$ cat src/rtl/cnv_spi_pkg.sv
package cnv_spi_pkg;
  typedef enum logic [1:0] {
    SEQ_IDLE  = 2'd0,
    SEQ_SHIFT = 2'd1,
    SEQ_HOLD  = 2'd2,
    SEQ_GAP   = 2'd3
  } seq_st_e;
endpackage

$ cat src/rtl/cnv_spi_phase.sv
module cnv_spi_phase #(
  parameter int PH_W = 3
) (
  input  logic            clk,
  input  logic            rst_n,
  input  logic            en,
  input  logic            clr,
  input  logic [PH_W-1:0] lim,
  output logic [PH_W-1:0] ph,
  output logic            wrap
);
  logic [PH_W-1:0] ph_q, ph_d;

  assign wrap = (ph_q == lim);
  assign ph   = ph_q;

  always_comb begin
    ph_d = ph_q;
    if (clr)     ph_d = '0;
    else if (en) ph_d = wrap ? '0 : ph_q + PH_W'(1);
  end

  always_ff @(posedge clk or negedge rst_n) begin
    if (!rst_n) ph_q <= '0;
    else        ph_q <= ph_d;
  end
endmodule

$ cat src/rtl/cnv_spi_seq.sv
module cnv_spi_seq
  import cnv_spi_pkg::*;
#(
  parameter int LO_CYC  = 3,
  parameter int HI_CYC  = 2,
  parameter int NBITS   = 32,
  parameter int RD_BITS = 8,
  parameter int PH_W    = 3
) (
  input  logic            clk,
  input  logic            rst_n,
  input  logic            start,
  input  logic            rd_req,
  input  logic [PH_W-1:0] ph,
  input  logic            ph_wrap,
  output logic            ph_clr,
  output logic [PH_W-1:0] ph_lim,
  output logic            load,
  output logic            shift,
  output logic            sample,
  output logic            sel_on,
  output logic            sel_off,
  output logic            rd_cap,
  output logic            busy,
  output logic            done,
  output logic            oe,
  output logic            sclk
);
  localparam int PER      = LO_CYC + HI_CYC;
  localparam int HOLD_CYC = LO_CYC;
  localparam int GAP_CYC  = PER;
  localparam int BIT_W    = $clog2(NBITS);
  localparam logic [BIT_W-1:0] LAST_BIT = BIT_W'(NBITS - 1);
  localparam logic [BIT_W-1:0] TURN_BIT = BIT_W'(NBITS - RD_BITS - 1);

  seq_st_e          st_q, st_d;
  logic [BIT_W-1:0] bit_q, bit_d;
  logic             rd_q, rd_d;
  logic             oe_q, oe_d;
  logic             sclk_q, sclk_d;
  logic             done_q, done_d;

  assign busy = (st_q != SEQ_IDLE);
  assign done = done_q;
  assign oe   = oe_q;
  assign sclk = sclk_q;

  always_comb begin
    st_d    = st_q;
    bit_d   = bit_q;
    rd_d    = rd_q;
    oe_d    = oe_q;
    sclk_d  = sclk_q;
    done_d  = 1'b0;
    ph_clr  = 1'b0;
    ph_lim  = '0;
    load    = 1'b0;
    shift   = 1'b0;
    sample  = 1'b0;
    sel_on  = 1'b0;
    sel_off = 1'b0;
    rd_cap  = 1'b0;
    unique case (st_q)
      SEQ_IDLE: begin
        ph_clr = 1'b1;
        if (start) begin
          st_d   = SEQ_SHIFT;
          bit_d  = '0;
          rd_d   = rd_req;
          oe_d   = 1'b1;
          sclk_d = 1'b0;
          load   = 1'b1;
          sel_on = 1'b1;
        end
      end
      SEQ_SHIFT: begin
        ph_lim = PH_W'(PER - 1);
        if (ph == PH_W'(LO_CYC - 1)) begin
          sclk_d = 1'b1;
          sample = 1'b1;
        end
        if (ph_wrap) begin
          sclk_d = 1'b0;
          if (bit_q == LAST_BIT) begin
            st_d = SEQ_HOLD;
          end else begin
            bit_d = bit_q + BIT_W'(1);
            shift = 1'b1;
            if (rd_q && (bit_q == TURN_BIT)) oe_d = 1'b0;
          end
        end
      end
      SEQ_HOLD: begin
        ph_lim = PH_W'(HOLD_CYC - 1);
        if (ph_wrap) begin
          st_d    = SEQ_GAP;
          sel_off = 1'b1;
          done_d  = 1'b1;
          oe_d    = 1'b0;
          rd_cap  = rd_q;
        end
      end
      SEQ_GAP: begin
        ph_lim = PH_W'(GAP_CYC - 1);
        if (ph_wrap) st_d = SEQ_IDLE;
      end
      default: st_d = SEQ_IDLE;
    endcase
  end

  always_ff @(posedge clk or negedge rst_n) begin
    if (!rst_n) begin
      st_q   <= SEQ_IDLE;
      bit_q  <= '0;
      rd_q   <= 1'b0;
      oe_q   <= 1'b0;
      sclk_q <= 1'b0;
      done_q <= 1'b0;
    end else begin
      st_q   <= st_d;
      bit_q  <= bit_d;
      rd_q   <= rd_d;
      oe_q   <= oe_d;
      sclk_q <= sclk_d;
      done_q <= done_d;
    end
  end
endmodule

$ cat src/rtl/cnv_spi_shreg.sv
module cnv_spi_shreg #(
  parameter int NBITS   = 32,
  parameter int RD_BITS = 8
) (
  input  logic               clk,
  input  logic               rst_n,
  input  logic               load,
  input  logic [NBITS-1:0]   frame,
  input  logic               shift,
  input  logic               sample,
  input  logic               miso,
  input  logic               rd_cap,
  output logic               mosi,
  output logic [RD_BITS-1:0] rdata
);
  logic [NBITS-1:0]   tx_q, tx_d;
  logic [NBITS-1:0]   rx_q, rx_d;
  logic [RD_BITS-1:0] rd_q, rd_d;

  assign mosi  = tx_q[NBITS-1];
  assign rdata = rd_q;

  always_comb begin
    tx_d = tx_q;
    if (load)       tx_d = frame;
    else if (shift) tx_d = {tx_q[NBITS-2:0], 1'b0};
    rx_d = sample ? {rx_q[NBITS-2:0], miso} : rx_q;
    rd_d = rd_cap ? rx_q[RD_BITS-1:0] : rd_q;
  end

  always_ff @(posedge clk or negedge rst_n) begin
    if (!rst_n) begin
      tx_q <= '0;
      rx_q <= '0;
      rd_q <= '0;
    end else begin
      tx_q <= tx_d;
      rx_q <= rx_d;
      rd_q <= rd_d;
    end
  end
endmodule

$ cat src/rtl/cnv_spi_seldec.sv
module cnv_spi_seldec #(
  parameter int N_SEL = 3,
  parameter int TGT_W = 2
) (
  input  logic             clk,
  input  logic             rst_n,
  input  logic             sel_on,
  input  logic             sel_off,
  input  logic [TGT_W-1:0] tgt,
  output logic [N_SEL-1:0] cs_n
);
  logic [N_SEL-1:0] cs_q, cs_d;

  for (genvar i = 0; i < N_SEL; i++) begin : g_sel
    assign cs_d[i] = sel_on  ? (tgt != TGT_W'(i)) :
                     sel_off ? 1'b1 : cs_q[i];
  end

  assign cs_n = cs_q;

  always_ff @(posedge clk or negedge rst_n) begin
    if (!rst_n) cs_q <= '1;
    else        cs_q <= cs_d;
  end
endmodule

$ cat src/rtl/cnv_spi_master.sv
module cnv_spi_master #(
  parameter int PRESEL_W = 8,
  parameter int WID_W    = 2,
  parameter int ADDR_W   = 13,
  parameter int DATA_W   = 8,
  parameter int N_SLAVES = 3,
  parameter int TGT_W    = 2,
  parameter int LO_CYC   = 3,
  parameter int HI_CYC   = 2
) (
  input  logic                clk,
  input  logic                rst_n,
  input  logic                start,
  input  logic [TGT_W-1:0]    tgt,
  input  logic [PRESEL_W-1:0] presel,
  input  logic                rw,
  input  logic [WID_W-1:0]    width,
  input  logic [ADDR_W-1:0]   addr,
  input  logic [DATA_W-1:0]   wdata,
  output logic                busy,
  output logic                done,
  output logic [DATA_W-1:0]   rdata,
  output logic                sclk,
  output logic [N_SLAVES-1:0] cs_n,
  output logic                mosi,
  input  logic                miso,
  output logic                oe
);
  localparam int NBITS = PRESEL_W + 1 + WID_W + ADDR_W + DATA_W;
  localparam int PH_W  = $clog2(LO_CYC + HI_CYC + 1);

  logic [NBITS-1:0] frame;
  logic [PH_W-1:0]  ph, ph_lim;
  logic             ph_wrap, ph_clr;
  logic             load, shift, sample, sel_on, sel_off, rd_cap;

  assign frame = {presel, rw, width, addr, wdata};

  cnv_spi_phase #(.PH_W(PH_W)) u_phase (
    .clk(clk), .rst_n(rst_n), .en(busy), .clr(ph_clr),
    .lim(ph_lim), .ph(ph), .wrap(ph_wrap)
  );

  cnv_spi_seq #(
    .LO_CYC(LO_CYC), .HI_CYC(HI_CYC), .NBITS(NBITS),
    .RD_BITS(DATA_W), .PH_W(PH_W)
  ) u_seq (
    .clk(clk), .rst_n(rst_n), .start(start), .rd_req(rw),
    .ph(ph), .ph_wrap(ph_wrap), .ph_clr(ph_clr), .ph_lim(ph_lim),
    .load(load), .shift(shift), .sample(sample),
    .sel_on(sel_on), .sel_off(sel_off), .rd_cap(rd_cap),
    .busy(busy), .done(done), .oe(oe), .sclk(sclk)
  );

  cnv_spi_shreg #(.NBITS(NBITS), .RD_BITS(DATA_W)) u_shreg (
    .clk(clk), .rst_n(rst_n), .load(load), .frame(frame),
    .shift(shift), .sample(sample), .miso(miso), .rd_cap(rd_cap),
    .mosi(mosi), .rdata(rdata)
  );

  cnv_spi_seldec #(.N_SEL(N_SLAVES), .TGT_W(TGT_W)) u_sel (
    .clk(clk), .rst_n(rst_n), .sel_on(sel_on), .sel_off(sel_off),
    .tgt(tgt), .cs_n(cs_n)
  );
endmodule

$ cat config.mk
export PLATFORM = sky130hd
export DESIGN_NAME = cnv_spi_master
export DESIGN_NICKNAME = d
export VERILOG_FILES = /design/src/rtl/cnv_spi_pkg.sv /design/src/rtl/cnv_spi_phase.sv /design/src/rtl/cnv_spi_seq.sv /design/src/rtl/cnv_spi_shreg.sv /design/src/rtl/cnv_spi_seldec.sv /design/src/rtl/cnv_spi_master.sv
export SDC_FILE = /design/constraint.sdc
export NUM_CORES = 1
export LEC_CHECK = 0
export BUFFER_PORTS_ARGS = -buffer_cell sky130_fd_sc_hd__clkbuf_2
export CAP_MARGIN = 20
export CORE_MARGIN = 2
export CORE_UTILIZATION = 60
export CTS_CLUSTER_SIZE = 12
export DETAILED_ROUTE_END_ITERATION = 10
export HOLD_SLACK_MARGIN = 0.02
export PLACE_DENSITY = 0.91
export SLEW_MARGIN = 20
export SYNTH_ARGS = -nofsm -noshare
export SYNTH_HDL_FRONTEND = slang
export SYNTH_SLANG_ARGS = --single-unit
$ cat constraint.sdc
create_clock -name clk -period 4 [get_ports clk]
set_clock_uncertainty 0.2 [all_clocks]
set_input_delay 0.8 -clock clk [delete_from_list [all_inputs] [get_ports clk]]
set_output_delay 0.8 -clock clk [all_outputs]
set_load 0.03 [all_outputs]
==> impl_metrics.csv <==
group,metric,value,unit
die,dieWidth,76.72,um
clock_network,worstSkewPairLatency,0.35,ns
clock_network,cts_tree,"built",
synth,syn-mean-instance-area,10.94,um2
place,dpl.cell_count,400,
global_route,antenna_found_initial,0,
layout,final_common_cell,"dfrtp_1",
critical_path,critPathRequiredTime,4.00,ns
critical_path,critPathLaunchType,"flip-flop",
timing,slew_headroom,0.5912,
critical_path,worstSetupEndpoint,"u_shreg.tx_q[15]",
clock_network,cts_buffers,9,
routing,drtAntennaViolNets,0,
timing,worst_pin_slew,0.6132,ns
critical_path,cp_data_arrival_time,2.83,ns
die,die_h,76.72,um
clock_network,clockRootBuffer,"clkbuf_8",
critical_path,crit_fanout,33,
synth,synthCells,290,
die,rows,26,
power,p_sw_frac,0.3903,
timing,rsz0062_at_grt,"false",
die,io_pins,54,
critical_path,crit_cells,7,
critical_path,cp_top_family,"simple AND/OR/NAND/NOR gates",
global_route,grt_max_degree,72,
synth,yosys_register_bits,65,
critical_path,slowest_delay,0.73,ns
clock_network,cts_sinks,65,
synth,async_reset_ff_frac,1.000,
die,core_area,0.005107,mm2
critical_path,cp-startpoint,"u_seq.bit_q[0]",
timing,max_freq,0.3542,GHz
synth,ys_types,42,
layout,most-common-layout-cells,"dfrtp_1, clkbuf_2, nand2_1",
timing,fin_ws,1.177,ns
power,p_switching,0.001068,W
layout,drive_gt1_frac,0.2803,
critical_path,timing.critical_path.buf_inv,0,
routing,wl,5778,um
synth,synth-edff-count,0,
critical_path,crit_type,"flip-flop to flip-flop",
place,preCtsSetupSlack,1.229,ns
routing,wl_per_cell,13.89,um
critical_path,slowest_stage,"or4_4",
place,dpl.hpwl,3955,um
clock_network,cts_resized,0,
place,gp_congestion,0.9306,
power,clkPwrFrac,0.201,
power,irDropWorstVdd,0.4921,mV
timing,setup_viol,0,
routing,drc,0,
clock_network,post_cts_buffers,0,
critical_path,r2r_end,"u_shreg.tx_q[15]",
power,cellLeakagePower,1.903,nW
power,intPower,0.001669,W
timing,drv_slew,0,
run,maxCapViolCount,0,
critical_path,crit_top_cell,"ha_1",
clock_network,h-tree-depth,3,
critical_path,r2r_setup_slack,1.18,ns
power,seqPwrFrac,0.404,
critical_path,r2r_cells,7,
timing,setup-tns-final,0,ns
global_route,grt_pass1_wl,9811,um
timing,hold_viol,0,
synth,syn_area,0.003173,mm2
place,numPortBuffers,53,
clock_network,clk_pin_slew,0.07,ns
die,dieArea,0.005886,mm2
clock_network,ctsHoldBuffers,0,
synth,yosysWarnings,0,
synth,yosysSeqAreaShare,0.5138,
layout,n_antenna_cell,0,
outcome,outcome,"completed",
worst_hold_path,hp-class,"input pin to async pin",
global_route,track_usage,0.2114,
routing,vias,2251,
layout,synthToLayoutAreaGrowth,14.08,%
routing,drtPass1Iterations,4,
die,start_util,0.6213,
synth,synthesis.nets,336,
global_route,first_global_vias,2152,
layout,fillers,383,
critical_path,crit_chain,"ha_1 -> and3_1 -> ha_1 -> nand2b_1 -> or4_4 -> mux2i_1 -> o21ai_1",
routing,vias_per_cell,5.411,
critical_path,r2r-start,"u_seq.bit_q[0]",
layout,final_cells,416,
layout,nets,387,
timing,fin_crit,2.823,ns
synth,synthFlopType,"dfrtp_1",
routing,dr.first_iter.drc_count,143,
timing,min_period_over_period,0.7058,
clock_network,clockBufferDepth,2,
critical_path,critPathCaptureType,"flip-flop",
power,comb_power_share,0.395,
global_route,overflow,0,
power,powerDensity,756.2,mW/mm2
## logic make-up after synthesis
family,share of synthesized area
simple gates,0.1175
flops,0.5138
buf+inv,0.05244
fa+ha+maj,0.03155
mux,0.1644
xor+xnor,0.01341
compound gates,0.1069
## Yosys cell counts (2+ instances only)
cell | number | area [um2]
nand4_1 | 2 | 12.51
and3_1 | 2 | 12.51
inv_1 | 10 | 37.54
a31oi_1 | 3 | 18.77
o21ai_0 | 9 | 45.04
ha_1 | 8 | 100.1
nor2b_1 | 2 | 12.51
nor3_1 | 7 | 35.03
nand3_1 | 5 | 25.02
dfstp_2 | 3 | 78.83
nor2_1 | 12 | 45.04
o221ai_1 | 2 | 17.52
a21oi_1 | 4 | 20.02
o21ai_1 | 29 | 145.1
o211ai_1 | 2 | 15.01
dfrtp_1 | 62 | 1551
a32oi_1 | 4 | 35.03
buf_6 | 2 | 22.52
mux2_2 | 17 | 191.4
buf_12 | 3 | 60.06
nand2_1 | 41 | 153.9
mux2i_1 | 33 | 330.3
clkbuf_1 | 8 | 30.03
xnor2_1 | 2 | 17.52
## per-layer routing
layer  wire, um  vias up  track usage  part of all wire
li1           -     1113            -                 -
met1       2689     1069       0.2833              0.47
met2       2693       59       0.3281              0.47
met3        288       10      0.06353             0.050
met4        106        0      0.07818             0.018
met5          0        -            0                 0
## through the flow
stage | power, W | util | hold slack, ns | area (um2)
after global placement | 0.002143 | 0.6703 | 0.2905 | 3423
after global routing | 0.002933 | 0.7087 | 0.2801 | 3620
after floorplan | 0.001980 | - | 0.2749 | 3173
after CTS | 0.002757 | 0.7087 | 0.2437 | 3620
after detailed placement | 0.002197 | 0.6703 | 0.2942 | 3423
final | 0.002737 | 0.7087 | 0.2300 | 3620
## worst reg2reg max path, cell delays in order (launching register included)
cell and delay [ns]:
dfrtp_1 0.46, ha_1 0.29, and3_1 0.20, ha_1 0.21, nand2b_1 0.19, or4_4 0.73
mux2i_1 0.31, o21ai_1 0.09
## cell type report
type | count | area (um2) | share of cell area
clock inverter | 5 | 55.05 | 0.01521
inverter | 11 | 41.29 | 0.01141
clock buffer | 11 | 141.4 | 0.03906
sequential | 65 | 1630 | 0.4504
tap | 70 | 87.58 | 0.02420
timing repair buffer | 55 | 280.3 | 0.07743
multi-input combinational | 199 | 1384 | 0.3823
## power groups by stage
stage,Clock (W),Sequential [W],Combinational [W]
detailed placement,0,0.00111,0.00108
floorplan,0,0.00116,0.000821
global placement,0,0.00110,0.00104
finish,0.000551,0.00111,0.00108
CTS,0.000560,0.00111,0.00109
global route,0.000587,0.00114,0.00121
## worst min-delay path by stage
| stage | from | to | slack [ns] |
|---|---|---|---|
| 6_report | rst_n | u_shreg.tx_q[2] | 0.23 |
| 5_1_grt | rst_n | u_shreg.tx_q[8] | 0.28 |
| 4_1_cts | rst_n | u_shreg.tx_q[2] | 0.24 |
| 3_5_place_dp | u_shreg.rdata[5] | u_shreg.rdata[5] | 0.29 |
| 3_3_place_gp | u_shreg.rdata[5] | u_shreg.rdata[5] | 0.29 |
| 2_1_floorplan | u_shreg.rx_q[7] | u_shreg.rdata[7] | 0.27 |
## flip-flops by register name (all words and copies together) (netlist names)
| register | cells |
|---|---|
| u_phase.ph | 3 |
| u_seq.bit_q | 5 |
| u_seq.oe | 1 |
| u_seq.rd_q | 1 |
| u_shreg.rdata | 8 |
| u_shreg.rx_q | 8 |
| u_seq.st_q | 2 |
| u_seq.sclk | 1 |
| u_seq.done | 1 |
| u_shreg.tx_q | 32 |
| u_sel.cs_n | 3 |
Power figures use the tool's default switching activity.
